==> config.mk <==
export PLATFORM = sky130hd
export DESIGN_NAME = rsq_transmitter
export DESIGN_NICKNAME = d
export VERILOG_FILES = /design/src/rtl/rsq_pkg.sv /design/src/rtl/rsq_arrival_clock.sv /design/src/rtl/rsq_group_probe.sv /design/src/rtl/rsq_drain_fsm.sv /design/src/rtl/rsq_transmitter.sv
export SDC_FILE = /design/constraint.sdc
export NUM_CORES = 1
export LEC_CHECK = 0
export BUFFER_PORTS_ARGS = -buffer_cell sky130_fd_sc_hd__buf_4
export CORE_MARGIN = 2
export CORE_UTILIZATION = 40
export CTS_BUF_LIST = sky130_fd_sc_hd__clkbuf_4 sky130_fd_sc_hd__clkbuf_8 sky130_fd_sc_hd__clkbuf_16
export CTS_CLUSTER_SIZE = 24
export DETAILED_ROUTE_END_ITERATION = 8
export GPL_ROUTABILITY_DRIVEN = 0
export PLACE_DENSITY_LB_ADDON = 0.25
export SKIP_LAST_GASP = 1
export SLEW_MARGIN = 20
export SYNTH_ARGS = -nofsm -noshare
export SYNTH_HDL_FRONTEND = slang
export SYNTH_SLANG_ARGS = --single-unit
==> constraint.sdc <==
create_clock -name clk -period 4.56 [get_ports clk]
set_clock_uncertainty 0.05 [all_clocks]
set_input_delay 0 -clock clk [delete_from_list [all_inputs] [get_ports clk]]
set_output_delay 0 -clock clk [all_outputs]
set_load 0.01 [all_outputs]
==> src/rtl/rsq_pkg.sv <==
package rsq_pkg;

    // Drain sequencer states
    typedef enum logic [1:0] {
        ST_OPEN  = 2'd0,
        ST_DRAIN = 2'd1,
        ST_SEEK  = 2'd2
    } drain_state_e;

    // Which group supplies the cell sent this slot
    typedef enum logic [1:0] {
        PICK_NONE = 2'd0,
        PICK_CUR  = 2'd1,
        PICK_NXT  = 2'd2
    } pick_e;

endpackage

==> src/rtl/rsq_arrival_clock.sv <==
module rsq_arrival_clock #(
    parameter int NUM_ELEM = 4,
    parameter int TAG_W    = 4,
    parameter int ELEM_W   = 2
) (
    input  logic              clk,
    input  logic              rst,
    output logic [TAG_W-1:0]  arr_cyc,
    output logic [ELEM_W-1:0] arr_elem
);

    localparam logic [ELEM_W-1:0] LAST_ELEM = ELEM_W'(NUM_ELEM - 1);

    // Position of the group that is landing in its queue during this slot
    always_ff @(posedge clk) begin
        if (rst) begin
            arr_cyc  <= '0;
            arr_elem <= '0;
        end else if (arr_elem == LAST_ELEM) begin
            arr_elem <= '0;
            arr_cyc  <= arr_cyc + 1'b1;
        end else begin
            arr_elem <= arr_elem + 1'b1;
        end
    end

endmodule

==> src/rtl/rsq_group_probe.sv <==
module rsq_group_probe #(
    parameter int NUM_ELEM = 4,
    parameter int TAG_W    = 4,
    parameter int CELL_W   = 16,
    parameter int ELEM_W   = 2
) (
    input  logic [ELEM_W-1:0]          grp_elem,
    input  logic [TAG_W-1:0]           grp_cyc,
    input  logic [NUM_ELEM-1:0]        head_valid,
    input  logic [NUM_ELEM*TAG_W-1:0]  head_tag,
    input  logic [NUM_ELEM*CELL_W-1:0] head_cell,
    output logic                       grp_ready,
    output logic [CELL_W-1:0]          grp_cell
);

    logic [TAG_W-1:0]    tag_a  [NUM_ELEM];
    logic [CELL_W-1:0]   cell_a [NUM_ELEM];
    logic [NUM_ELEM-1:0] hit;

    // A head belongs to the probed group when it sits in that element's
    // queue and carries that group's cycle tag
    for (genvar g = 0; g < NUM_ELEM; g++) begin : g_lane
        assign tag_a[g]  = head_tag[g*TAG_W +: TAG_W];
        assign cell_a[g] = head_cell[g*CELL_W +: CELL_W];
        assign hit[g]    = head_valid[g] && (tag_a[g] == grp_cyc)
                           && (grp_elem == ELEM_W'(g));
    end

    always_comb begin
        grp_ready = |hit;
        grp_cell  = '0;
        for (int e = 0; e < NUM_ELEM; e++) begin
            if (hit[e]) grp_cell = cell_a[e];
        end
    end

endmodule

==> src/rtl/rsq_drain_fsm.sv <==
module rsq_drain_fsm
    import rsq_pkg::*;
#(
    parameter int NUM_ELEM = 4,
    parameter int TAG_W    = 4,
    parameter int ELEM_W   = 2
) (
    input  logic              clk,
    input  logic              rst,
    input  logic [TAG_W-1:0]  arr_cyc,
    input  logic [ELEM_W-1:0] arr_elem,
    input  logic              cur_ready,
    input  logic              nxt_ready,
    output logic [TAG_W-1:0]  cur_cyc,
    output logic [ELEM_W-1:0] cur_elem,
    output logic [TAG_W-1:0]  nxt_cyc,
    output logic [ELEM_W-1:0] nxt_elem,
    output pick_e             pick
);

    localparam logic [ELEM_W-1:0] LAST_ELEM = ELEM_W'(NUM_ELEM - 1);

    drain_state_e state, state_d;
    logic         step;
    logic         nxt_open;

    // Group that follows the current one in arrival-slot order
    always_comb begin
        if (cur_elem == LAST_ELEM) begin
            nxt_elem = '0;
            nxt_cyc  = cur_cyc + 1'b1;
        end else begin
            nxt_elem = cur_elem + 1'b1;
            nxt_cyc  = cur_cyc;
        end
    end

    // The following group is open while its cells are being written
    assign nxt_open = (nxt_cyc == arr_cyc) && (nxt_elem == arr_elem);

    // Next state and pointer step
    always_comb begin
        state_d = state;
        step    = 1'b0;
        unique case (state)
            ST_OPEN: begin
                state_d = ST_DRAIN;
            end
            ST_DRAIN: begin
                if (!cur_ready) begin
                    if (!nxt_open) step = 1'b1;
                    else           state_d = ST_SEEK;
                end
            end
            ST_SEEK: begin
                step    = 1'b1;
                state_d = ST_DRAIN;
            end
            default: begin
                state_d = ST_OPEN;
            end
        endcase
    end

    // State register and drain pointer
    always_ff @(posedge clk) begin
        if (rst) begin
            state    <= ST_OPEN;
            cur_cyc  <= '0;
            cur_elem <= '0;
        end else begin
            state <= state_d;
            if (step) begin
                cur_cyc  <= nxt_cyc;
                cur_elem <= nxt_elem;
            end
        end
    end

    // Output decision: which group, if any, gives up its head this slot
    always_comb begin
        pick = PICK_NONE;
        unique case (state)
            ST_DRAIN: begin
                if (cur_ready)                   pick = PICK_CUR;
                else if (!nxt_open && nxt_ready) pick = PICK_NXT;
            end
            ST_SEEK: begin
                if (nxt_ready) pick = PICK_NXT;
            end
            default: begin
                pick = PICK_NONE;
            end
        endcase
    end

endmodule

==> src/rtl/rsq_transmitter.sv <==
module rsq_transmitter
    import rsq_pkg::*;
#(
    parameter int NUM_ELEM = 4,
    parameter int TAG_W    = 4,
    parameter int CELL_W   = 16
) (
    input  logic                       clk,
    input  logic                       rst,
    input  logic [NUM_ELEM-1:0]        head_valid,
    input  logic [NUM_ELEM*TAG_W-1:0]  head_tag,
    input  logic [NUM_ELEM*CELL_W-1:0] head_cell,
    output logic [NUM_ELEM-1:0]        deq,
    output logic                       out_valid,
    output logic [CELL_W-1:0]          out_cell
);

    localparam int ELEM_W = (NUM_ELEM > 1) ? $clog2(NUM_ELEM) : 1;

    logic [TAG_W-1:0]  arr_cyc,  cur_cyc,  nxt_cyc;
    logic [ELEM_W-1:0] arr_elem, cur_elem, nxt_elem;
    logic              cur_ready, nxt_ready;
    logic [CELL_W-1:0] cur_cell, nxt_cell, sel_cell;
    pick_e             pick;
    logic              take;

    rsq_arrival_clock #(
        .NUM_ELEM(NUM_ELEM), .TAG_W(TAG_W), .ELEM_W(ELEM_W)
    ) u_arrival (
        .clk(clk), .rst(rst), .arr_cyc(arr_cyc), .arr_elem(arr_elem)
    );

    rsq_group_probe #(
        .NUM_ELEM(NUM_ELEM), .TAG_W(TAG_W), .CELL_W(CELL_W), .ELEM_W(ELEM_W)
    ) u_probe_cur (
        .grp_elem(cur_elem), .grp_cyc(cur_cyc),
        .head_valid(head_valid), .head_tag(head_tag), .head_cell(head_cell),
        .grp_ready(cur_ready), .grp_cell(cur_cell)
    );

    rsq_group_probe #(
        .NUM_ELEM(NUM_ELEM), .TAG_W(TAG_W), .CELL_W(CELL_W), .ELEM_W(ELEM_W)
    ) u_probe_nxt (
        .grp_elem(nxt_elem), .grp_cyc(nxt_cyc),
        .head_valid(head_valid), .head_tag(head_tag), .head_cell(head_cell),
        .grp_ready(nxt_ready), .grp_cell(nxt_cell)
    );

    rsq_drain_fsm #(
        .NUM_ELEM(NUM_ELEM), .TAG_W(TAG_W), .ELEM_W(ELEM_W)
    ) u_fsm (
        .clk(clk), .rst(rst),
        .arr_cyc(arr_cyc), .arr_elem(arr_elem),
        .cur_ready(cur_ready), .nxt_ready(nxt_ready),
        .cur_cyc(cur_cyc), .cur_elem(cur_elem),
        .nxt_cyc(nxt_cyc), .nxt_elem(nxt_elem),
        .pick(pick)
    );

    assign take     = (pick != PICK_NONE);
    assign sel_cell = (pick == PICK_NXT) ? nxt_cell : cur_cell;

    // One pop strobe per queue, raised for the element that was picked
    for (genvar g = 0; g < NUM_ELEM; g++) begin : g_deq
        assign deq[g] = ((pick == PICK_CUR) && (cur_elem == ELEM_W'(g)))
                     || ((pick == PICK_NXT) && (nxt_elem == ELEM_W'(g)));
    end

    // Serial-side register
    always_ff @(posedge clk) begin
        if (rst) begin
            out_valid <= 1'b0;
            out_cell  <= '0;
        end else begin
            out_valid <= take;
            if (take) out_cell <= sel_cell;
        end
    end

endmodule

==> metrics.txt <==
# TYPE chip_impl_metric gauge
chip_impl_info{name="status",value="completed"} 1
chip_impl_metric{name="floorplan.die.width",unit="µm"} 96.7
chip_impl_metric{name="cp_num_cells",unit=""} 9
chip_impl_metric{name="asyncSetResetFlopFracSynth",unit="%"} 0
chip_impl_metric{name="wirelength",unit="µm"} 12000
chip_impl_metric{name="dr.first_iter.drc_count",unit=""} 363
chip_impl_info{name="tritoncts_clock_tree",value="yes"} 1
chip_impl_metric{name="synthToLayoutAreaGrowth",unit="%"} 27.5
chip_impl_metric{name="drv_cap",unit=""} 0
chip_impl_metric{name="num_rows",unit=""} 33
chip_impl_metric{name="drtPass1Iterations",unit=""} 7
chip_impl_metric{name="critical_path.max_fanout",unit=""} 18
chip_impl_metric{name="part_of_the_yosys_area_used_for_sequential_elements",unit="%"} 18.1
chip_impl_metric{name="number_of_vias_in_the_routed_layout",unit=""} 3742
chip_impl_metric{name="post_cts_hold_buffer_count",unit=""} 12
chip_impl_metric{name="postSynthRegisterBits",unit=""} 31
chip_impl_info{name="clock_tree.root_cell",value="sky130_fd_sc_hd__clkbuf_8"} 1
chip_impl_metric{name="groute.usage.overall",unit="%"} 24.5
chip_impl_metric{name="post_route_cells_drive_above_1_share",unit="%"} 29.1
chip_impl_metric{name="clock_tree.buffer_depth",unit=""} 2
chip_impl_metric{name="grt_pass1_vias",unit=""} 3533
chip_impl_metric{name="timing_hold_violations_final",unit=""} 0
chip_impl_metric{name="synth.net_count",unit=""} 514
chip_impl_metric{name="place_ws",unit="ns"} 1.01
chip_impl_info{name="worstPathCellList",value="ha_1 -> nand2_1 -> xnor2_1 -> nor2_1 -> and4_1 -> a211o_1 -> a21oi_1 -> a22o_1 -> buf_4"} 1
chip_impl_metric{name="place_hpwl",unit="µm"} 8630
chip_impl_metric{name="critical-path-max-stage-delay",unit="ns"} 0.61
chip_impl_metric{name="h-tree-depth",unit=""} 2
chip_impl_metric{name="final_nets",unit=""} 601
chip_impl_metric{name="setup.reg_to_reg.worst_slack",unit="ns"} 0.94
chip_impl_info{name="layout.cells.most_common",value="sky130_fd_sc_hd__buf_4"} 1
chip_impl_metric{name="initial_utilization",unit="%"} 41.6
chip_impl_metric{name="power.density",unit="nW/µm²"} 191
chip_impl_metric{name="post_cts_resize_count",unit=""} 0
chip_impl_metric{name="avgRoutedWirePerCell",unit="µm"} 19.7
chip_impl_metric{name="average_footprint_of_a_synthesized_cell",unit="µm²"} 8.28
chip_impl_info{name="launch_point_of_the_worst_reg_to_reg_path",value="u_fsm.cur_elem[0]$_SDFFE_PP0P_"} 1
chip_impl_metric{name="synth.yosys.warnings",unit=""} 0
chip_impl_metric{name="critPathRequiredTime",unit="ns"} 4.51
chip_impl_metric{name="critPathArrivalTime",unit="ns"} 3.76
chip_impl_metric{name="floorplan.io_pins",unit=""} 107
chip_impl_metric{name="reg2regPathDepth",unit=""} 8
chip_impl_metric{name="netlist-cell-type-count",unit=""} 53
chip_impl_info{name="endpoint_worst_hold",value="out_cell[6]$_SDFFE_PP0P_"} 1
chip_impl_metric{name="post_cts_setup_repair_buffer_count",unit=""} 0
chip_impl_info{name="worstHoldPathType",value="in2reg"} 1
chip_impl_metric{name="clk_latency",unit="ns"} 0.27
chip_impl_info{name="critical-path-slowest-cell",value="sky130_fd_sc_hd__ha_1"} 1
chip_impl_metric{name="grt_overflow_total",unit=""} 0
chip_impl_info{name="grt_setup_unrepaired",value="no"} 1
chip_impl_metric{name="ant_nets",unit=""} 0
chip_impl_metric{name="core_area",unit="µm²"} 8260
chip_impl_info{name="cpLargestDelayFamily",value="compound AO/OA/AOI/OAI gates"} 1
chip_impl_metric{name="synth-edff-count",unit=""} 0
chip_impl_metric{name="syn_inst",unit=""} 415
chip_impl_metric{name="setup_tns",unit="ns"} 0
chip_impl_metric{name="timing_worst_slew_pin_value",unit="ns"} 1.15
chip_impl_metric{name="timing.final.max_slew_violations",unit=""} 0
chip_impl_metric{name="height_of_the_die",unit="µm"} 96.7
chip_impl_metric{name="mappedNetlistArea",unit="µm²"} 3440
chip_impl_info{name="hold_path_startpoint",value="head_cell[54]"} 1
chip_impl_metric{name="vdd.ir_drop.worst",unit="mV"} 0.264
chip_impl_metric{name="cts_buffers",unit=""} 5
chip_impl_info{name="timing.critical_path.from_type",value="flop"} 1
chip_impl_metric{name="antenna_cells_inserted",unit=""} 0
chip_impl_metric{name="slew_headroom",unit="%"} 23.6
chip_impl_metric{name="finalWorstSetupSlack",unit="ns"} 0.747
chip_impl_metric{name="worstHoldPathCells",unit=""} 3
chip_impl_info{name="r2r_end",value="out_cell[12]$_SDFFE_PP0P_"} 1
chip_impl_metric{name="grt_max_degree",unit=""} 34
chip_impl_metric{name="post-route-min-period",unit="ns"} 3.81
chip_impl_metric{name="post-route-drc-count",unit=""} 0
chip_impl_metric{name="design_power_total",unit="µW"} 837
chip_impl_metric{name="initial_antenna_violation_count",unit=""} 0
chip_impl_metric{name="avgViaCountPerCell",unit=""} 6.17
chip_impl_info{name="synth_flop_cell",value="sky130_fd_sc_hd__dfxtp_1"} 1
chip_impl_info{name="highest_count_cells_in_the_layout_ignoring_fill_and_taps",value="113 x sky130_fd_sc_hd__buf_4, 32 x sky130_fd_sc_hd__o211ai_1, 32 x sky130_fd_sc_hd__o2111ai_1"} 1
chip_impl_metric{name="clk_transition_reported_paths",unit="ns"} 0.06
chip_impl_metric{name="cts_num_sinks",unit=""} 31
chip_impl_metric{name="leakage",unit="nW"} 1.69
chip_impl_metric{name="final_min_period_over_clock_period",unit="%"} 83.6
chip_impl_metric{name="worstPathBufferInverterCount",unit=""} 1
chip_impl_metric{name="fp.dieArea",unit="µm²"} 9350
chip_impl_info{name="crit_path_end_kind",value="output pin"} 1
chip_impl_metric{name="fmax",unit="MHz"} 262
chip_impl_metric{name="portBuffers",unit=""} 106
chip_impl_metric{name="final-setup-viol-count",unit=""} 0
chip_impl_metric{name="grt_first_pass_wirelength",unit="µm"} 19000
chip_impl_info{name="critPathKind",value="reg2out"} 1
through the flow:
stage | std cells | hold slack, ns | util [%] | instance area (µm²)
after floorplan | 415 | 0.137 | - | 3440
after global placement | 588 | 0.244 | 50.6 | 4180
after detailed placement | 588 | 0.248 | 50.7 | 4180
after CTS | 606 | 0.0000593 | 53.0 | 4380
after global routing | 606 | 0.00563 | 53.1 | 4380
final | 606 | 0.00263 | 53.1 | 4380
sequential cells by signal, indices dropped and copies added, names as in the netlist:
| register | cells |
|---|---|
| u_fsm.cur_cyc | 4 |
| out_valid | 1 |
| u_fsm.state | 2 |
| u_arrival.arr_elem | 2 |
| out_cell | 16 |
| u_arrival.arr_cyc | 4 |
| u_fsm.cur_elem | 2 |
cell usage after synthesis, types with 11 or more instances:
master | n | share of area [%]
sky130_fd_sc_hd__clkbuf_1 | 18 | 2.0
sky130_fd_sc_hd__xor2_1 | 23 | 5.9
sky130_fd_sc_hd__nand2b_1 | 18 | 3.3
sky130_fd_sc_hd__o211ai_1 | 32 | 7.0
sky130_fd_sc_hd__and2_1 | 18 | 3.3
sky130_fd_sc_hd__nor2_1 | 24 | 2.6
sky130_fd_sc_hd__buf_2 | 19 | 2.8
sky130_fd_sc_hd__nand3_1 | 20 | 2.9
sky130_fd_sc_hd__o2111ai_1 | 33 | 8.4
sky130_fd_sc_hd__nand2_1 | 25 | 2.7
sky130_fd_sc_hd__mux2i_1 | 20 | 5.8
sky130_fd_sc_hd__dfxtp_1 | 31 | 18
sky130_fd_sc_hd__xnor2_1 | 11 | 2.8
sky130_fd_sc_hd__ha_1 | 13 | 4.7
sky130_fd_sc_hd__a311oi_1 | 16 | 4.1
power by group:
part	internal [mW]	switching (mW)
Combinational	0.143	0.188
Sequential	0.285	0.0169
Clock	0.108	0.0957
area by class of cell:
class | count | area (µm²)
clock buffers | 6 | 76.3
fillers | 790 | 3880
inverters | 5 | 18.8
multi-input cells | 334 | 2570
flip-flops and latches | 31 | 621
well taps | 105 | 131
repair buffers | 125 | 968
logic make-up (layout without fill, tap and decap cells):
group           after synthesis  in the layout  share of synthesized area [%]
buf+inv                      50            136                           7.61
flops                        31             31                           18.1
mux                          21             21                           6.15
simple gates                133            133                           21.2
xor+xnor                     36             36                           9.61
compound gates              131            131                           32.7
fa+ha+maj                    13             13                           4.73
worst max-delay path by stage:
stage | from | to | slack, ns
after floorplan | u_fsm.cur_elem[0]$_SDFFE_PP0P_ | out_cell[2]$_SDFFE_PP0P_ | 2.06
after global placement | u_fsm.cur_cyc[3]$_SDFFE_PP0P_ | out_cell[6]$_SDFFE_PP0P_ | 1.06
after detailed placement | u_fsm.cur_cyc[0]$_SDFFE_PP0P_ | out_cell[13]$_SDFFE_PP0P_ | 1.01
after CTS | u_fsm.cur_elem[0]$_SDFFE_PP0P_ | deq[2] | 0.80
after global routing | u_fsm.cur_elem[0]$_SDFFE_PP0P_ | deq[2] | 0.50
final | u_fsm.cur_elem[0]$_SDFFE_PP0P_ | deq[2] | 0.75
worst reg2reg max path, delay by kind of cell (launching register included):
| kind | cells | cell delay (ns) |
|---|---|---|
| and+or+nand+nor | 4 | 1.80 |
| xor gates and xnor gates | 1 | 0.21 |
| DFF | 1 | 0.45 |
| AOI/OAI and AO/OA | 2 | 0.34 |
| adders and majority gates | 1 | 0.61 |
per-layer routing:
layer  wire length, µm  track usage [%]
met1              5440             36.8
met2              5230             36.4
met3              1150             4.84
met4               139             4.88
met5                 0                0
Power figures use the tool's default switching activity.
